File: src/rtl/scr_pkg.sv
`timescale 1ns/1ps
package scr_pkg;

    localparam int DATA_W = 24;
    localparam int ADDR_W = 3;
    localparam logic [7:0] STOP_CODE = 8'h30;

    typedef enum logic [2:0] {
        ST_WAIT,
        ST_CMD,
        ST_WRITE,
        ST_LOAD,
        ST_READ
    } st_e;

    // Width in bits of the register at address a.
    function automatic int reg_len(input logic [ADDR_W-1:0] a);
        case (a)
            3'd0, 3'd1, 3'd5: return 8;
            3'd3:             return 16;
            default:          return 24;
        endcase
    endfunction

    function automatic logic reg_writable(input logic [ADDR_W-1:0] a);
        return !((a == 3'd1) || (a == 3'd2));
    endfunction

endpackage

File: src/rtl/scr_edge_sync.sv
`timescale 1ns/1ps
module scr_edge_sync #(
    parameter int STAGES = 2
) (
    input  logic clk,
    input  logic rst_n,
    input  logic sclk,
    input  logic din,
    output logic sclk_rise,
    output logic sclk_fall,
    output logic din_s
);

    typedef struct packed {
        logic [STAGES-1:0] ck;
        logic [STAGES-1:0] dn;
        logic              ck_prev;
    } sync_t;

    sync_t d, q;

    always_comb begin
        d         = q;
        d.ck      = {q.ck[STAGES-2:0], sclk};
        d.dn      = {q.dn[STAGES-2:0], din};
        d.ck_prev = q.ck[STAGES-1];
    end

    always_ff @(posedge clk or negedge rst_n) begin
        if (!rst_n) begin
            q.ck      <= '1;
            q.dn      <= '0;
            q.ck_prev <= 1'b1;
        end else begin
            q <= d;
        end
    end

    assign sclk_rise = q.ck[STAGES-1] & ~q.ck_prev;
    assign sclk_fall = ~q.ck[STAGES-1] & q.ck_prev;
    assign din_s     = q.dn[STAGES-1];

endmodule

File: src/rtl/scr_ones_watch.sv
`timescale 1ns/1ps
module scr_ones_watch #(
    parameter int LIMIT = 32
) (
    input  logic clk,
    input  logic rst_n,
    input  logic bit_stb,
    input  logic bit_val,
    output logic trip
);

    localparam int CNT_W = (LIMIT > 2) ? $clog2(LIMIT) : 1;

    logic [CNT_W-1:0] cnt_d, cnt_q;

    assign trip = bit_stb && bit_val && (cnt_q == CNT_W'(LIMIT - 1));

    always_comb begin
        cnt_d = cnt_q;
        if (bit_stb) begin
            if (!bit_val || trip) cnt_d = '0;
            else                  cnt_d = cnt_q + 1'b1;
        end
    end

    always_ff @(posedge clk or negedge rst_n) begin
        if (!rst_n) cnt_q <= '0;
        else        cnt_q <= cnt_d;
    end

endmodule

File: src/rtl/scr_core.sv
`timescale 1ns/1ps
module scr_core
    import scr_pkg::*;
(
    input  logic              clk,
    input  logic              rst_n,
    input  logic              rise,
    input  logic              fall,
    input  logic              din_s,
    input  logic              trip,
    input  logic [DATA_W-1:0] reg_rdata,
    output logic [ADDR_W-1:0] reg_addr,
    output logic              reg_rd,
    output logic              reg_wr,
    output logic [DATA_W-1:0] reg_wdata,
    output logic              dout
);

    localparam int BCNT_W = $clog2(DATA_W);

    typedef struct packed {
        st_e               st;
        logic [BCNT_W-1:0] bcnt;
        logic [5:0]        cmd_sh;
        logic [DATA_W-1:0] sh;
        logic [7:0]        dbyte;
        logic [ADDR_W-1:0] addr;
        logic              cont;
        logic              dout;
        logic              wr;
        logic [DATA_W-1:0] wdata;
    } core_t;

    core_t d, q;
    logic [BCNT_W-1:0] last_bit;

    always_comb begin
        d        = q;
        d.wr     = 1'b0;
        last_bit = BCNT_W'(reg_len(q.addr) - 1);

        case (q.st)
            ST_WAIT: begin
                if (rise && !din_s) begin
                    d.st   = ST_CMD;
                    d.bcnt = '0;
                end
            end
            ST_CMD: begin
                if (rise) begin
                    d.cmd_sh = {q.cmd_sh[4:0], din_s};
                    d.bcnt   = q.bcnt + 1'b1;
                    if (q.bcnt == BCNT_W'(6)) begin
                        // seven bits after the start bit: [5:4] action, [2:0] address
                        d.addr  = {q.cmd_sh[1:0], din_s};
                        d.bcnt  = '0;
                        d.sh    = '0;
                        d.dbyte = '0;
                        case (q.cmd_sh[4:3])
                            2'b00: d.st = ST_WRITE;
                            2'b01: begin
                                d.st   = ST_LOAD;
                                d.cont = 1'b0;
                            end
                            2'b10: begin
                                d.st   = ST_LOAD;
                                d.cont = 1'b1;
                            end
                            default: begin
                                d.st   = ST_WAIT;
                                d.cont = 1'b0;
                            end
                        endcase
                    end
                end
            end
            ST_WRITE: begin
                if (rise) begin
                    d.sh   = {q.sh[DATA_W-2:0], din_s};
                    d.bcnt = q.bcnt + 1'b1;
                    if (q.bcnt == last_bit) begin
                        d.st   = ST_WAIT;
                        d.bcnt = '0;
                        if (reg_writable(q.addr)) begin
                            d.wr    = 1'b1;
                            d.wdata = d.sh;
                        end
                    end
                end
            end
            ST_LOAD: begin
                d.sh   = reg_rdata << (DATA_W - reg_len(q.addr));
                d.st   = ST_READ;
                d.bcnt = '0;
            end
            ST_READ: begin
                if (rise) begin
                    d.dbyte = {q.dbyte[6:0], din_s};
                    d.bcnt  = q.bcnt + 1'b1;
                    if (q.cont && (q.bcnt[2:0] == 3'd7) && (d.dbyte == STOP_CODE)) begin
                        d.st   = ST_WAIT;
                        d.cont = 1'b0;
                        d.bcnt = '0;
                    end else if (q.bcnt == last_bit) begin
                        d.st   = q.cont ? ST_LOAD : ST_WAIT;
                        d.bcnt = '0;
                    end
                end
                if (fall) begin
                    d.dout = q.sh[DATA_W-1];
                    d.sh   = {q.sh[DATA_W-2:0], 1'b0};
                end
            end
            default: d.st = ST_WAIT;
        endcase

        if (fall && (q.st != ST_READ)) d.dout = 1'b0;

        if (trip) begin
            d.st   = ST_WAIT;
            d.cont = 1'b0;
            d.bcnt = '0;
            d.wr   = 1'b0;
            d.dout = 1'b0;
        end
    end

    always_ff @(posedge clk or negedge rst_n) begin
        if (!rst_n) begin
            q.st     <= ST_WAIT;
            q.bcnt   <= '0;
            q.cmd_sh <= '0;
            q.sh     <= '0;
            q.dbyte  <= '0;
            q.addr   <= '0;
            q.cont   <= 1'b0;
            q.dout   <= 1'b0;
            q.wr     <= 1'b0;
            q.wdata  <= '0;
        end else begin
            q <= d;
        end
    end

    assign reg_addr  = q.addr;
    assign reg_rd    = (q.st == ST_LOAD);
    assign reg_wr    = q.wr;
    assign reg_wdata = q.wdata;
    assign dout      = q.dout;

endmodule

File: src/rtl/sercmd_ctrl.sv
`timescale 1ns/1ps
module sercmd_ctrl
    import scr_pkg::*;
#(
    parameter int SYNC_STAGES = 2,
    parameter int ONES_LIMIT  = 32
) (
    input  logic              clk,
    input  logic              rst_n,
    input  logic              sclk,
    input  logic              din,
    output logic              dout,
    output logic [ADDR_W-1:0] reg_addr,
    output logic              reg_rd,
    output logic              reg_wr,
    output logic [DATA_W-1:0] reg_wdata,
    input  logic [DATA_W-1:0] reg_rdata
);

    logic rise, fall, din_s, trip;

    scr_edge_sync #(.STAGES(SYNC_STAGES)) i_sync (
        .clk       (clk),
        .rst_n     (rst_n),
        .sclk      (sclk),
        .din       (din),
        .sclk_rise (rise),
        .sclk_fall (fall),
        .din_s     (din_s)
    );

    scr_ones_watch #(.LIMIT(ONES_LIMIT)) i_ones (
        .clk     (clk),
        .rst_n   (rst_n),
        .bit_stb (rise),
        .bit_val (din_s),
        .trip    (trip)
    );

    scr_core i_core (
        .clk       (clk),
        .rst_n     (rst_n),
        .rise      (rise),
        .fall      (fall),
        .din_s     (din_s),
        .trip      (trip),
        .reg_rdata (reg_rdata),
        .reg_addr  (reg_addr),
        .reg_rd    (reg_rd),
        .reg_wr    (reg_wr),
        .reg_wdata (reg_wdata),
        .dout      (dout)
    );

endmodule

File: config.mk
export PLATFORM = sky130hd
export DESIGN_NAME = sercmd_ctrl
export DESIGN_NICKNAME = d
export VERILOG_FILES = /design/src/rtl/scr_pkg.sv /design/src/rtl/scr_edge_sync.sv /design/src/rtl/scr_ones_watch.sv /design/src/rtl/scr_core.sv /design/src/rtl/sercmd_ctrl.sv
export SDC_FILE = /design/constraint.sdc
export NUM_CORES = 1
export LEC_CHECK = 0
export BUFFER_PORTS_ARGS = -buffer_cell sky130_fd_sc_hd__buf_2
export CAP_MARGIN = 0
export CORE_MARGIN = 8
export CORE_UTILIZATION = 25
export DETAILED_ROUTE_END_ITERATION = 16
export PLACE_DENSITY = 0.51
export SLEW_MARGIN = 10
export SYNTH_ARGS = -nofsm -noshare
export SYNTH_HDL_FRONTEND = slang
export SYNTH_SLANG_ARGS = --single-unit
File: constraint.sdc
create_clock -name clk -period 4.3 [get_ports clk]
set_input_delay 0.215 -clock clk [delete_from_list [all_inputs] [get_ports clk]]
set_output_delay 0.215 -clock clk [all_outputs]
set_load 0.005 [all_outputs]
### After elaboration in Yosys (flattened, before gate mapping)

Index checks and enable logic that the tools add are counted.

| storage, ports and cells | value |
|---|---|
| output and inout port bits | 30 |
| register bits | 85 |

| operators by class | value |
|---|---|
| add/subtract/negate cells | 4 |
| multiplexer cells | 34 |
| equality and inequality tests | 30 |
| shifts and indexed selects | 1 |
| reductions and logical operators | 29 |
| bitwise gates (word level) | 5 |

Operators by type and width:

| kind | count |
|---|---|
| 2-to-1 mux 25 bit | 4 |
| one-hot mux 24 bit (4 select lines) | 1 |
| 2-to-1 mux 8 bit | 8 |
| 2-to-1 mux 50 bit | 1 |
| 2-to-1 mux 24 bit | 2 |
| 2-to-1 mux 36 bit | 1 |
| 2-to-1 mux 32 bit | 1 |
| << shifter 24 x 32 -> 24 bit | 1 |
| subtractor 6 x 32 -> 32 bit, first input constant | 1 |
| one-hot mux 5 bit (5 select lines) | 1 |
| != test 3 x 2 -> 1 bit, second input constant | 7 |
| one-hot mux 3 bit (5 select lines) | 1 |
| one-hot mux 7 bit (2 select lines) | 1 |
| equality test 3 x 2 -> 1 bit, second input constant | 4 |
| adder 5 x 1 -> 5 bit, second input constant | 2 |
| != test 2 x 1 -> 1 bit, second input constant | 5 |
| one-hot mux 5 bit (2 select lines) | 1 |
| AND reduction 5 bit | 2 |
| equality test 3 bit, second input constant | 3 |
| nonzero test 3 bit | 3 |
| equality test 8 x 6 -> 1 bit, second input constant | 1 |
| AND reduction 4 bit | 2 |
| 2-to-1 mux 7 bit | 1 |
| AND reduction 7 bit | 1 |
| 30 further kinds | 48 |

### Longest topological paths before layout

Gate-level depths: netlist of run 1.

| logic depth | value |
|---|---|
| depth in word-level cells | 10 |
| depth in mapped cells | 10 |
| gate-level depth less buffers | 9 |

### Hierarchy

Synthesis of run 1 repeated with hierarchy kept, for this count alone.

| second synthesis, totals | value |
|---|---|
| cells, all modules | 437 |
| area, all modules | 4454.3 um^2 |

By module, submodules not included:

| module | seq. area each (um^2) | area each (um^2) | cells each | times used |
|---|---|---|---|---|
| scr_core | 1851.8 | 4018.9 | 402 | 1 |
| scr_ones_watch | 125.1 | 291.5 | 28 | 1 |
| scr_edge_sync | 128.9 | 143.9 | 7 | 1 |

### Worst setup path after synthesis of run 1

Ideal clock, no wire load.

| path | value |
|---|---|
| path type | reg-to-reg |
| from | register i_core.q (netlist bit i_core.reg_addr[0]) |
| to | register i_core.q (netlist bit i_core.reg_wdata[0]) |
| period minus slack after synthesis | 2318 ps |
| required time | 4175 ps |
| setup slack | 1982 ps |
| library setup time | 125 ps |
| data arrival time | 2193 ps |
| buffers on the path | 1 |
| cell stages (with the launch flop) | 9 |
| path through | dfrtp_1 > inv_1 > a21o_1 > ha_1 > xnor2_1 > nand3_2 > nor4_4 > buf_6 > mux2_2 |

| on the way | value |
|---|---|
| word-level cells in the longest chain between the ends | 6 |
| elaborated cells between the ends (all ways) | 12 |
| classes of those cells | add/sub: 1; eq/ne: 5; mux: 1; bitwise: 1; reduce/logical: 4 |

RTL lines:

| item | RTL line | RTL |
|---|---|---|
| start, declared | scr_core.sv:34 | `core_t d, q;` |
| equality test 3 bit, or another cell as far along | scr_pkg.sv:18 | `case (a)` |
| OR reduction 3 bit | scr_pkg.sv:18 |  |
| one-hot mux 5 bit (2 select lines) | scr_pkg.sv:18 |  |
| subtractor 5 x 1 -> 5 bit | scr_core.sv:40 | `last_bit = BCNT_W'(reg_len(q.addr) - 1);` |
| equality test 5 bit | scr_core.sv:81 | `if (q.bcnt == last_bit) begin` |
| AND reduction 4 bit (no line) (*) | n/a |  |

Every way passes the cells marked *; elsewhere a longest branch is shown, timed or not.
A chain may end at the register's enable or synchronous reset.

### Worst setup path after layout of run 1

| path | value |
|---|---|
| from | register i_core.q (netlist bit i_core.reg_addr[0]) |
| to | register i_core.q (netlist bit i_core.reg_wdata[20]) |

Same word-level chain as after synthesis.

==> results of run 1 <==
==> cell type report <==
class / count / area (µm²) / share of cell area [%]
multi-input cells: 265 / 1940 / 39.0
clock buffers: 11 / 233 / 4.67
inverters: 9 / 33.8 / 0.677
well taps: 225 / 282 / 5.64
clock inverters: 5 / 60.1 / 1.20
repair buffers: 62 / 330 / 6.62
flip-flops and latches: 84 / 2110 / 42.2
==> cell usage after synthesis, types with 3 or more instances <==
cell / number / area, µm²
nor3_1: 3 / 15.0
buf_4: 28 / 210
mux2i_1: 18 / 180
nor2b_1: 4 / 25.0
o22ai_1: 3 / 18.8
buf_2: 8 / 40.0
a21oi_1: 12 / 60.1
and3_1: 3 / 18.8
clkbuf_1: 13 / 48.8
o21ai_0: 27 / 135
dfstp_2: 3 / 78.8
o2bb2ai_1: 26 / 228
a22oi_1: 15 / 113
nor2_1: 21 / 78.8
ha_1: 10 / 125
inv_1: 9 / 33.8
nand2_1: 35 / 131
nand4_1: 4 / 25.0
mux2_2: 31 / 349
dfrtp_1: 81 / 2030
and2_1: 4 / 25.0
buf_6: 3 / 33.8
nand2b_1: 7 / 43.8
xnor2_1: 3 / 26.3
==> critical path: cells and delay by family (launching register included) <==
family,cells,cell delay [ns]
DFF,1,0.41
and+or+nand+nor,4,0.60
xor gates and xnor gates,1,0.21
muxes,1,0.38
buffers and inverters,1,0.38
adders and majority gates,1,0.74
==> worst paths after layout <==
path / start / depth (start not counted) / endpoint / slack (ns)
hold / removal: rst_n / 1 / i_core.q[63]$_DFFE_PN0P_ / 0.08
setup / recovery: i_core.reg_addr[0]$_DFFE_PN0P_ / 8 / i_core.reg_wdata[20]$_DFFE_PN0P_ / 1.47
setup reg to reg: i_core.reg_addr[0]$_DFFE_PN0P_ / 8 / i_core.reg_wdata[20]$_DFFE_PN0P_ / 1.47
max in group asynchronous: rst_n / 1 / i_core.q[43]$_DFFE_PN0P_ / 3.56
min in group clk: reg_rdata[1] / 3 / i_core.q[39]$_DFFE_PN0P_ / 0.23
hold reg to reg: i_sync.d[2]$_DFF_PN0_ / 0 / i_sync.din_s$_DFF_PN0_ / 0.35
==> power breakdown <==
group / total, mW / leakage [nW] / internal [mW] / switching [mW]
Combinational: 0.178 / 0.970 / 0.0778 / 0.100
Sequential: 0.881 / 1.12 / 0.835 / 0.0465
Clock: 0.767 / 0.140 / 0.453 / 0.314
Total: 1.83 / 2.23 / 1.36 / 0.461
==> metrics by stage <==
stage / instance area, µm² / utilization [%] / power [mW]
floorplan: 4420 / - / 1.00
global placement: 4670 / 27.0 / 1.07
detailed placement: 4670 / 27.0 / 1.07
CTS: 4990 / 28.8 / 1.85
global route: 4990 / 28.8 / 1.92
finish: 4990 / 28.8 / 1.83
==> state kept, by name (all words and copies together) (netlist names) <==
register / count
i_core.reg_wdata: 24
i_sync.d: 3
i_core.reg_wr: 1
i_ones.cnt_q: 5
i_core.reg_addr: 3
i_sync.din_s: 1
i_core.dout: 1
i_core.q: 45
i_sync.q: 1
==> routing by layer <==
metal / track usage (%) / part of all wire [%]
met1: 12.9 / 47
met2: 15.3 / 46
met3: 2.64 / 5.2
met4: 3.89 / 1.7
met5: 0 / 0
==> kinds of logic after synthesis <==
| family | count (synthesis) |
|---|---|
| compound gates | 103 |
| flops | 84 |
| mux | 51 |
| buf+inv | 61 |
| xor+xnor | 4 |
| fa+ha+maj | 10 |
| simple gates | 97 |
==> timing repair <==
| item | in CTS | in global routing |
|---|---|---|
| setup endpoints to repair | 0 | 0 |
| endpoints found under the hold margin | 2 | 0 |
| gates resized for setup | 0 | 0 |
| hold buffers | 2 | 0 |
==> metrics.md, run 1 <==
| Metric | Value |
|---|---|
| Total negative slack | 0 ns |
| Crit-path max FO | 24 |
| Syn_area_per_cell | 10.8 µm² |
| Shortest period the worst path allows | 2.83 ns |
| Dpl cells | 643 |
| Nets | 469 |
| Startpoint types | register |
| Max Slew Vio Count | 0 |
| Clk sinks | 84 |
| Crit Path Class | reg -> reg |
| Slew headroom | 29.7% |
| Largest net degree at the start of global routing | 85 |
| # diodes | 0 |
| Final Non-Filler Cells | 661 |
| Post-synthesis cell count | 410 |
| Distinct cells, synth | 53 |
| Critical path's slowest cell | ha_1 |
| Critical-path cell list | nand2_1, nor2_1, ha_1, xnor2_2, nand3_2, nor4_4, buf_4, mux2_2 |
| Post-synthesis sequential area ratio | 47.7% |
| Total nets after synthesis | 448 |
| Via/cell ratio | 4.70 |
| Clock-pin transition on the worst setup and hold timing paths | 0.06 ns |
| Gr ovfl total | 0 |
| Synth Area in Compound Gates | 16.2% |
| Antenna violations before repair | 0 |
| Largest family of logic cells by synthesized area | compound AO/OA/AOI/OAI gates |
| Unrepaired setup endpoints after global routing | false |
| Synth Area in Adders | 2.83% |
| Simple-Gate Fraction of Synth Area | 11.6% |
| Peak supply drop | 0.000198 V |
| Clock buffer depth | 2 |
| Wirelength per Cell | 16.3 µm |
| First-pass GRT wire length | 17.6 mm |
| DR iter-0 viols | 182 |
| PnR worst setup slack | 1.47 ns |
| Xor/xnor cell area share of the yosys netlist | 0.963% |
| Root Driver | clkbuf_16 |
| Main synth FF type | dfrtp_1 |
| Pre-Repair DR Iteration Count | 4 |
| CTS tree | done |
| Hold crit path type | in -> async |
| Leak pwr | 2.23 nW |
| DPL Wire Length | 7.78 mm |
| Worst hold slack | 0.0831 ns |
| Final hold vios | 0 |
| Rows | 48 |
| Die area | 22200 µm² |
| Final wirelength | 10.8 mm |
| Crit path capture type | register |
| Worst EP arrival | 3.06 ns |
| Worst Skew | 0.0102 ns |
| ANT nets after route | 0 |
| F_max | 0.353 GHz |
| Netlist Area Pre-Place | 4420 µm² |
| Pre-CTS setup slack | 1.45 ns |
| Number of synthesized register bits | 84 |
| Die width | 149 µm |
| DIE HEIGHT | 149 µm |
| Yosys warns | 0 |
| Routed via count | 3109 |
| DRC violations left | 0 |
| Critical Path RT | 4.52 ns |
| Fillers | 1804 |
| Vias in the first global route | 3204 |
| Status | completed |
| Core Region | 17300 µm² |
| Mux contribution to synthesized area | 12.5% |
| Tcrit/Tclk final | 65.9% |
| CP max stage delay | 0.74 ns |
| H-tree level count | 3 |
| Post-synth EDFFs | 0 |
| PortBufs | 57 |
| Commonest non-fill, non-tap cell in the layout | dfrtp_1 |
| Max cap viols | 0 |
| Postcts setup bufs | 0 |
| All-Layer GR Usage | 9.91% |
| Layout cells sized above 1 | 26.1% |
| Pwr dens | 366 nW/µm² |
| I/O Pins | 58 |
| Finish-stage setup viols | 0 |
| Commonest non-fill, non-tap cells in the layout | dfrtp_1 (81), buf_2 (56), nand2_1 (35) |
| Area grow syn2layout | 12.9% |
| Initial Utilization | 25.5% |
| Least-Margin Pin Slew | 1.05 ns |
| Skew-Pair Late Insertion Delay | 0.34 ns |
| CTS Buf Count | 9 |
| RD Place Congestion | 0.891 |
| Async S/R FF share, synth | 100% |
No activity file was read; power rests on OpenSTA's default activity.
==> run 2: changes to the inputs <==
--- a/config.mk
+++ b/config.mk
@@ -5,6 +5,7 @@
 export SDC_FILE = /design/constraint.sdc
 export NUM_CORES = 1
 export LEC_CHECK = 0
+export ABC_AREA = 1
 export BUFFER_PORTS_ARGS = -buffer_cell sky130_fd_sc_hd__buf_2
 export CAP_MARGIN = 0
 export CORE_MARGIN = 8
==> constraint.sdc (replaced) <==
create_clock -name clk -period 2.9 [get_ports clk]
set_input_delay 0.145 -clock clk [delete_from_list [all_inputs] [get_ports clk]]
set_output_delay 0.145 -clock clk [all_outputs]
set_load 0.005 [all_outputs]
==> run 2 against run 1 <==
Net effect:
- maximum frequency up 15%
- count of clock-buffer cells in the layout up 1
- utilization up 0.074 points
- first-iteration DRC count up 19%
- synthesized area up 1.9%
- worst hold slack better by 0.15 ns
- sequential cell count unchanged
- clock power up 41%
- global-route usage up 0.75 points
- power up 42%
- sequential power up 46%
- critical path type unchanged
==> metrics.md, run 2 <==
| Metric | Value |
|---|---|
| H-tree level count | 3 (unchanged) |
| Largest register FFs | 45 (unchanged) |
| Hold buffers post-CTS | 3 (was 2) |
| Startpoint types | register (unchanged) |
| DPL Wire Length | 8.30 mm (was 7.78 mm) |
| Total negative slack | 0 ns (unchanged) |
| CTS Buf Count | 9 (unchanged) |
| # diodes | 0 (unchanged) |
| CP most frequent cell | nand2_1 |
| Worst Skew | 0.00593 ns (was 0.0102 ns) |
| Critical Path RT | 3.11 ns (was 4.52 ns) |
| Post-synthesis sequential area ratio | 46.8% (was 47.7%) |
| Hold crit path type | in -> reg (was in -> async) |
| Critical-path cell list | inv_1, a21oi_1, ha_1, clkinv_1, nand2_1, o22ai_1, nand2_1, o21ai_1 (was nand2_1, nor2_1, ha_1, xnor2_2, nand3_2, nor4_4, buf_4, mux2_2) |
| Met2 GRT Util | 16.2% (was 15.3%) |
| Die area | 22600 µm² (was 22200 µm²) |
| PortBufs | 57 (unchanged) |
| DIE HEIGHT | 150 µm (was 149 µm) |
| Initial Utilization | 25.2% (was 25.5%) |
| F_max | 0.405 GHz (was 0.353 GHz) |
| Shortest period the worst path allows | 2.47 ns (was 2.83 ns) |
| CTS tree | done (unchanged) |
| Vias in the first global route | 3567 (was 3204) |
| Root Driver | clkbuf_16 (unchanged) |
| Nets | 647 (was 469) |
| RD Place Congestion | 0.823 (was 0.891) |
| Clock buffer depth | 2 (unchanged) |
| Dpl cell area | 4850 µm² (was 4670 µm²) |
| CP Buf/Inv Count | 2 (was 1) |
| Pre-CTS setup slack | 0.496 ns (was 1.45 ns) |
| Async S/R FF share, synth | 100% (unchanged) |
| Worst EP arrival | 2.67 ns (was 3.06 ns) |
| Largest net degree at the start of global routing | 50 (was 85) |
| Routed via count | 3681 (was 3109) |
| Post-synthesis cell count | 578 (was 410) |
| Gr ovfl total | 0 (unchanged) |
| Netlist Area Pre-Place | 4500 µm² (was 4420 µm²) |
| ANT nets after route | 0 (unchanged) |
| Synth Area in Compound Gates | 13.9% (was 16.2%) |
| Max Slew Vio Count | 0 (unchanged) |
| Crit path capture type | register (unchanged) |
| PnR worst setup slack | 0.433 ns (was 1.47 ns) |
| Syn_area_per_cell | 7.79 µm² (was 10.8 µm²) |
| PostCTS Resize Cnt | 0 (unchanged) |
| Commonest non-fill, non-tap cell in the layout | nand2_1 (was dfrtp_1) |
| CP max stage delay | 0.53 ns (was 0.74 ns) |
| Least-Margin Pin Slew | 0.607 ns (was 1.05 ns) |
| Post-synth EDFFs | 0 (unchanged) |
| Area leader, netlist | dfrtp_1 (unchanged) |
| Unrepaired setup endpoints after global routing | false (unchanged) |
| Leading cell type by number of instances after synthesis | nand2_1 (was dfrtp_1) |
| Peak supply drop | 0.000339 V (was 0.000198 V) |
| Crit Path Class | reg -> reg (unchanged) |
| Crit-path max FO | 16 (was 24) |
| Main synth FF type | dfrtp_1 (unchanged) |
| DR iter-0 viols | 217 (was 182) |
| Simple-Gate Fraction of Synth Area | 23.9% (was 11.6%) |
| Core Region | 17800 µm² (was 17300 µm²) |
| Met1 Use GR | 14.0% (was 12.9%) |
| Rows | 49 (was 48) |
| Die width | 150 µm (was 149 µm) |
| Final hold vios | 0 (unchanged) |
| Met3 Use GR | 3.34% (was 2.64%) |
| Largest Register | i_core.q (unchanged) |
| Post-route cell area | 5160 µm² (was 4990 µm²) |
| Leak pwr | 2.62 nW (was 2.23 nW) |
| Mux contribution to synthesized area | 0% (was 12.5%) |
| Skew-Pair Late Insertion Delay | 0.34 ns (about the same) |
| Area grow syn2layout | 14.6% (was 12.9%) |
| Distinct cells, synth | 31 (was 53) |
| Via/cell ratio | 4.37 (was 4.70) |
| DRC violations left | 0 (unchanged) |
| Dominant cells by area after synthesis | dfrtp_1 (45%), nand2_1 (14%), nand3_1 (5.1%) (was dfrtp_1 (46%), mux2_2 (7.9%), o2bb2ai_1 (5.2%)) |
| Critical path's slowest cell | nand2_1 (was ha_1) |
| Critical path's top delay family | simple AND/OR/NAND/NOR gates (was adder cells) |
| Pwr dens | 504 nW/µm² (was 366 nW/µm²) |
| Layout cells sized above 1 | 15.8% (was 26.1%) |
| Finish-stage setup viols | 0 (unchanged) |
| Xor/xnor cell area share of the yosys netlist | 0.584% (was 0.963%) |
| Synth Area in Adders | 2.78% (was 2.83%) |
| Postcts setup bufs | 0 (unchanged) |
| Share of the synthesized area in the top cell type | 45.0% (was 45.9%) |
| I/O Pins | 58 (unchanged) |
| Tcrit/Tclk final | 85.1% (was 65.9%) |
| Clock-pin transition on the worst setup and hold timing paths | 0.06 ns (about the same) |
| Top cells by count, synth | nand2_1 (164), dfrtp_1 (81), inv_1 (55), nand3_1 (46), o21ai_0 (45) (was dfrtp_1 (81), nand2_1 (35), mux2_2 (31), buf_4 (28), o21ai_0 (27)) |
| Commonest non-fill, non-tap cells in the layout | nand2_1 (164), dfrtp_1 (81), buf_2 (56) (was dfrtp_1 (81), buf_2 (56), nand2_1 (35)) |
| All-Layer GR Usage | 10.7% (was 9.91%) |
| Pre-Repair DR Iteration Count | 4 (unchanged) |
| Status | completed (unchanged) |
| Slew headroom | 59.1% (was 29.7%) |
| Antenna violations before repair | 0 (unchanged) |
| Max cap viols | 0 (unchanged) |
| GRT Max-Usage Layer | met2 (unchanged) |
| Number of synthesized register bits | 84 (unchanged) |
| Yosys warns | 0 (unchanged) |
| First-pass GRT wire length | 18.9 mm (was 17.6 mm) |
| Clk sinks | 84 (unchanged) |
| Final wirelength | 11.3 mm (was 10.8 mm) |
| Wirelength per Cell | 13.4 µm (was 16.3 µm) |
| Total power | 2.60 mW (was 1.83 mW) |
| Largest family of logic cells by synthesized area | simple AND/OR/NAND/NOR gates (was compound AO/OA/AOI/OAI gates) |
| Total nets after synthesis | 616 (was 448) |
-- run 2: stage by stage --
stage	cells	hold slack, ns	utilization (%)
after global placement	824	0.161	27.2
after detailed placement	824	0.161	27.2
after CTS	842	0.223	28.9
after floorplan	578	-0.151	-
after global routing	842	0.248	28.9
final	842	0.233	28.9
-- run 2: worst register-to-register path, cell delays in order (launching register included) --
cell	delay (ns)
dfrtp_1	0.46
inv_1	0.09
a21oi_1	0.21
ha_1	0.39
clkinv_1	0.31
nand2_1	0.53
o22ai_1	0.18
nand2_1	0.10
o21ai_1	0.07
-- run 2: routing by layer --
layer | up-vias | routed length, µm
met5 | - | 0
met4 | 0 | 138
met3 | 10 | 636
met2 | 71 | 5080
met1 | 1699 | 5400
li1 | 1901 | -
-- run 2: final cells by class --
| cell class | instances | area (µm²) |
|---|---|---|
| well taps | 229 | 287 |
| repair buffers | 68 | 390 |
| flip-flops and latches | 84 | 2110 |
| multi-input cells | 386 | 1870 |
| clock inverters | 3 | 22.5 |
| fillers | 1948 | 12700 |
| inverters | 60 | 225 |
| clock buffers | 12 | 256 |
-- run 2: kinds of logic (layout without fill, tap and decap cells) --
logic type               after synthesis  count (layout)
adder cells (fa/ha/maj)               10              10
XOR/XNOR                               3               3
flip-flops                            84              84
buffers and inverters                108             143
AND/OR/NAND/NOR                      260             260
AO/OA/AOI/OAI                        113             113
-- run 2: report_power, final --
part | internal (mW) | switching [mW] | total, mW
sequential | 1.25 | 0.0364 | 1.29
combinational | 0.0829 | 0.148 | 0.231
clock | 0.624 | 0.455 | 1.08
total | 1.96 | 0.640 | 2.60
-- run 2: worst paths after layout --
path                                                start                               end  slack [ns]  cells past startpoint
max                        i_core.reg_addr[0]$_DFFE_PN0P_          i_core.q[48]$_DFFE_PN0P_        0.43                      8
min                                         reg_rdata[11]          i_core.q[49]$_DFFE_PN0P_        0.23                      5
max reg2reg                i_core.reg_addr[0]$_DFFE_PN0P_          i_core.q[48]$_DFFE_PN0P_        0.43                      8
min reg2reg                         i_sync.d[2]$_DFF_PN0_            i_sync.din_s$_DFF_PN0_        0.35                      0
max in group asynchronous                           rst_n             i_sync.d[0]$_DFF_PN1_        1.89                      3
min in group asynchronous                           rst_n  i_core.reg_wdata[12]$_DFFE_PN0P_        0.32                      2
==> run 3: changes to the inputs <==
--- a/config.mk
+++ b/config.mk
@@ -11,8 +11,8 @@
 export CORE_MARGIN = 8
 export CORE_UTILIZATION = 25
 export DETAILED_ROUTE_END_ITERATION = 16
-export PLACE_DENSITY = 0.51
 export SLEW_MARGIN = 10
 export SYNTH_ARGS = -nofsm -noshare
 export SYNTH_HDL_FRONTEND = slang
+export SYNTH_HIERARCHICAL = 1
 export SYNTH_SLANG_ARGS = --single-unit
==> run 3 against run 2 <==
Net effect:
- power rose by 19%
- sequential share of layout area fell by 1.3 points
- routed wire length rose by 1.1%
- maximum frequency rose by 2.5%
- critical endpoint is now i_core/q[48]$_DFFE_PN0P_
==> metrics.md, run 3 <==
| Metric | Value |
|---|---|
| Rows | 50 (was 49) |
| CTS tree | done (unchanged) |
| Hold path start | reg_rdata[5] (was reg_rdata[11]) |
| Netlist Area Pre-Place | 4650 µm² (was 4500 µm²) |
| Worst EP arrival | 2.63 ns (was 2.67 ns) |
| Largest register FFs | 45 (unchanged) |
| Seq pwr share | 41.6% (was 49.6%) |
| I/O Pins | 58 (unchanged) |
| Clock buffer depth | 2 (unchanged) |
| R2r endpoint | i_core/q[48]$_DFFE_PN0P_ (was i_core.q[48]$_DFFE_PN0P_) |
| Largest Register | i_core/q (was i_core.q) |
| Via/cell ratio | 4.41 (was 4.37) |
| Commonest non-fill, non-tap cells in the layout | nand2_1 (130), dfrtp_1 (81), nor2_1 (58) (was nand2_1 (164), dfrtp_1 (81), buf_2 (56)) |
| Main synth FF type | dfrtp_1 (unchanged) |
| Peak supply drop | 0.000339 V (about the same) |
| Die width | 152 µm (was 150 µm) |
| Critical path's top delay family | simple AND/OR/NAND/NOR gates (unchanged) |
| Post-synthesis sequential area ratio | 45.3% (was 46.8%) |
| Gr ovfl total | 0 (unchanged) |
| Startpoint types | register (unchanged) |
| Hold crit path type | in -> reg (unchanged) |
| Core Region | 18500 µm² (was 17800 µm²) |
| Shortest period the worst path allows | 2.41 ns (was 2.47 ns) |
| CP max stage delay | 0.55 ns (was 0.53 ns) |
| Worst hold slack | 0.237 ns (was 0.233 ns) |
| Sw Share | 30.3% (was 24.6%) |
| DIE HEIGHT | 152 µm (was 150 µm) |
| Worst reg2reg path depth | 7 (was 8) |
| Yosys warns | 6 (was 0) |
| Comb pwr share | 19.8% (was 8.9%) |
| Critical-path cell list | a21oi_1, ha_1, clkinv_1, nand2_1, nor3_1, o21ai_0, o21ai_1 (was inv_1, a21oi_1, ha_1, clkinv_1, nand2_1, o22ai_1, nand2_1, o21ai_1) |
| Clock-pin transition on the worst setup and hold timing paths | 0.06 ns (about the same) |
| Vias in the first global route | 3640 (was 3567) |
| DRC violations left | 0 (unchanged) |
| Status | completed (unchanged) |
| Number of synthesized register bits | 84 (unchanged) |
| Pwr dens | 580 nW/µm² (was 504 nW/µm²) |
| Max Slew Vio Count | 0 (unchanged) |
| Routed via count | 3765 (was 3681) |
| Skew-Pair Late Insertion Delay | 0.35 ns (was 0.34 ns) |
| First-pass GRT wire length | 18.8 mm (was 18.9 mm) |
| Total nets after synthesis | 616 (unchanged) |
| Met2 GRT Util | 15.9% (was 16.2%) |
| Psw | 0.934 mW (was 0.640 mW) |
| Crit Path Class | reg -> reg (unchanged) |
| Max cap viols | 0 (unchanged) |
| Commonest non-fill, non-tap cell in the layout | nand2_1 (unchanged) |
| DPL Wire Length | 8.45 mm (was 8.30 mm) |
| Post-route cell area | 5330 µm² (was 5160 µm²) |
| Crit path capture type | register (unchanged) |
| Crit-path max FO | 16 (unchanged) |
| Initial Utilization | 25.2% (about the same) |
| Worst Hold End | i_core/q[43]$_DFFE_PN0P_ (was i_core.q[49]$_DFFE_PN0P_) |
| Least-Margin Pin Slew | 0.604 ns (was 0.607 ns) |
| Dpl cells | 834 (was 824) |
| Root Driver | clkbuf_16 (unchanged) |
| H-tree level count | 3 (unchanged) |
| Die area | 23200 µm² (was 22600 µm²) |
| Area leader, netlist | dfrtp_1 (unchanged) |
| Finish-stage setup viols | 0 (unchanged) |
| Post-synthesis cell count | 578 (unchanged) |
| Total negative slack | 0 ns (unchanged) |
| Final hold vios | 0 (unchanged) |
| Wirelength per Cell | 13.3 µm (was 13.4 µm) |
| Layout cells sized above 1 | 22.6% (was 15.8%) |
| Dpl cell area | 4980 µm² (was 4850 µm²) |
| Clk sinks | 84 (unchanged) |
| Leading cell type by number of instances after synthesis | nand2_1 (unchanged) |
| ANT nets after route | 0 (unchanged) |
| Critical path's slowest cell | nand2_1 (unchanged) |
| Internal power component | 2.15 mW (was 1.96 mW) |
| Async S/R FF share, synth | 100% (unchanged) |
| Share of the synthesized area in the top cell type | 43.6% (was 45.0%) |
| CP Buf/Inv Count | 1 (was 2) |
| FF-to-FF Start | i_core/reg_addr[2]$_DFFE_PN0P_ (was i_core.reg_addr[0]$_DFFE_PN0P_) |
| Distinct cells, synth | 34 (was 31) |
| All-Layer GR Usage | 10.0% (was 10.7%) |
| Clk pwr share | 38.7% (was 41.6%) |
| GRT Max-Usage Layer | met2 (unchanged) |
| Final Non-Filler Cells | 853 (was 842) |
| DR iter-0 viols | 251 (was 217) |
| Fillers | 1967 (was 1948) |
| Slew headroom | 59.6% (was 59.1%) |
| Tcrit/Tclk final | 83.0% (was 85.1%) |
| Leak pwr | 2.59 nW (was 2.62 nW) |
| Final wirelength | 11.4 mm (was 11.3 mm) |
| Hold-critical path depth | 5 (unchanged) |
| Antenna violations before repair | 0 (unchanged) |
| Post-synth EDFFs | 0 (unchanged) |
| Postcts setup bufs | 0 (unchanged) |
| Critical Path RT | 3.12 ns (was 3.11 ns) |
| F_max | 0.416 GHz (was 0.405 GHz) |
| Pre-Repair DR Iteration Count | 5 (was 4) |
| Unrepaired setup endpoints after global routing | false (unchanged) |
| Area grow syn2layout | 14.6% (about the same) |
| RD Place Congestion | 0.823 (about the same) |
| Worst Skew | 0.00710 ns (was 0.00593 ns) |
| Syn_area_per_cell | 8.04 µm² (was 7.79 µm²) |
| Met3 Use GR | 3.29% (was 3.34%) |
| Top cells by count, synth | nand2_1 (130), dfrtp_1 (81), nor2_1 (58), inv_1 (54), o21ai_0 (49) (was nand2_1 (164), dfrtp_1 (81), inv_1 (55), nand3_1 (46), o21ai_0 (45)) |
| PostCTS Resize Cnt | 0 (unchanged) |
| Nets | 652 (was 647) |
| Hold buffers post-CTS | 3 (unchanged) |
| Met1 Use GR | 12.6% (was 14.0%) |
| CTS Buf Count | 9 (unchanged) |
| Dominant cells by area after synthesis | dfrtp_1 (44%), nand2_1 (11%), o21ai_0 (5.3%) (was dfrtp_1 (45%), nand2_1 (14%), nand3_1 (5.1%)) |
| # diodes | 0 (unchanged) |
| PortBufs | 57 (unchanged) |
| R2R Setup Slk | 0.49 ns (was 0.43 ns) |
| Largest net degree at the start of global routing | 50 (unchanged) |
## run 3: how the worst max path moves through the flow
stage / startpoint / endpoint / slack [ns] / cells past startpoint
after CTS: i_core/reg_addr[2]$_DFFE_PN0P_ / i_core/q[48]$_DFFE_PN0P_ / 0.54 / 7
after global routing: i_core/reg_addr[2]$_DFFE_PN0P_ / i_core/q[48]$_DFFE_PN0P_ / 0.31 / 7
after floorplan: i_ones/cnt_q[0]$_DFFE_PN0P_ / i_core/q[69]$_DFFE_PN0P_ / 0.93 / 12
after detailed placement: i_core/reg_addr[2]$_DFFE_PN0P_ / i_core/q[48]$_DFFE_PN0P_ / 0.55 / 7
after global placement: i_core/reg_addr[2]$_DFFE_PN0P_ / i_core/q[50]$_DFFE_PN0P_ / 0.60 / 7
final: i_core/reg_addr[2]$_DFFE_PN0P_ / i_core/q[48]$_DFFE_PN0P_ / 0.49 / 7
## run 3: layout make-up
class	instances	area [µm²]	area share, %
Inverter	62	235	4.42
Clock buffer	11	253	4.75
Clock inverter	5	58.8	1.10
Timing Repair Buffer	74	435	8.18
Multi-Input combinational cell	383	1940	36.5
Tap cell	234	293	5.50
Sequential cell	84	2110	39.5
## run 3: metal layers
metal,wire [µm],up-vias
met3,781,11
met5,0,-
met1,5250,1766
met2,5200,88
li1,-,1900
met4,147,0
## run 3: metrics by stage
step           power, mW  utilization [%]  worst slack, ns
3_3_place_gp        1.91             27.0            0.600
2_1_floorplan       1.76                -            0.935
6_report            3.09             28.9            0.494
4_1_cts             3.13             28.9            0.537
3_5_place_dp        1.91             27.0            0.546
5_1_grt             3.27             28.9            0.315
## run 3: worst min-delay path, delay by kind of cell
family / cells / cell delay (ns)
buf+inv: 1 / 0.11
compound gates: 2 / 0.14
simple gates: 2 / 0.15
## run 3: power by group through the flow
stage / registers, mW / clock network (mW) / logic [mW]
floorplan: 1.29 / 0 / 0.464
global placement: 1.30 / 0 / 0.604
detailed placement: 1.30 / 0 / 0.607
CTS: 1.28 / 1.24 / 0.612
global route: 1.29 / 1.29 / 0.687
finish: 1.28 / 1.19 / 0.610
## run 3: cell families (layout without fill, tap and decap cells)
family | count (synthesis) | after routing | synth area share (%)
AND/OR/NAND/NOR | 265 | 265 | 24.6
buffers and inverters | 111 | 152 | 13.2
AO/OA/AOI/OAI | 104 | 104 | 13.5
flip-flops | 84 | 84 | 45.3
adder cells (fa/ha/maj) | 10 | 10 | 2.69
XOR/XNOR | 4 | 4 | 0.754
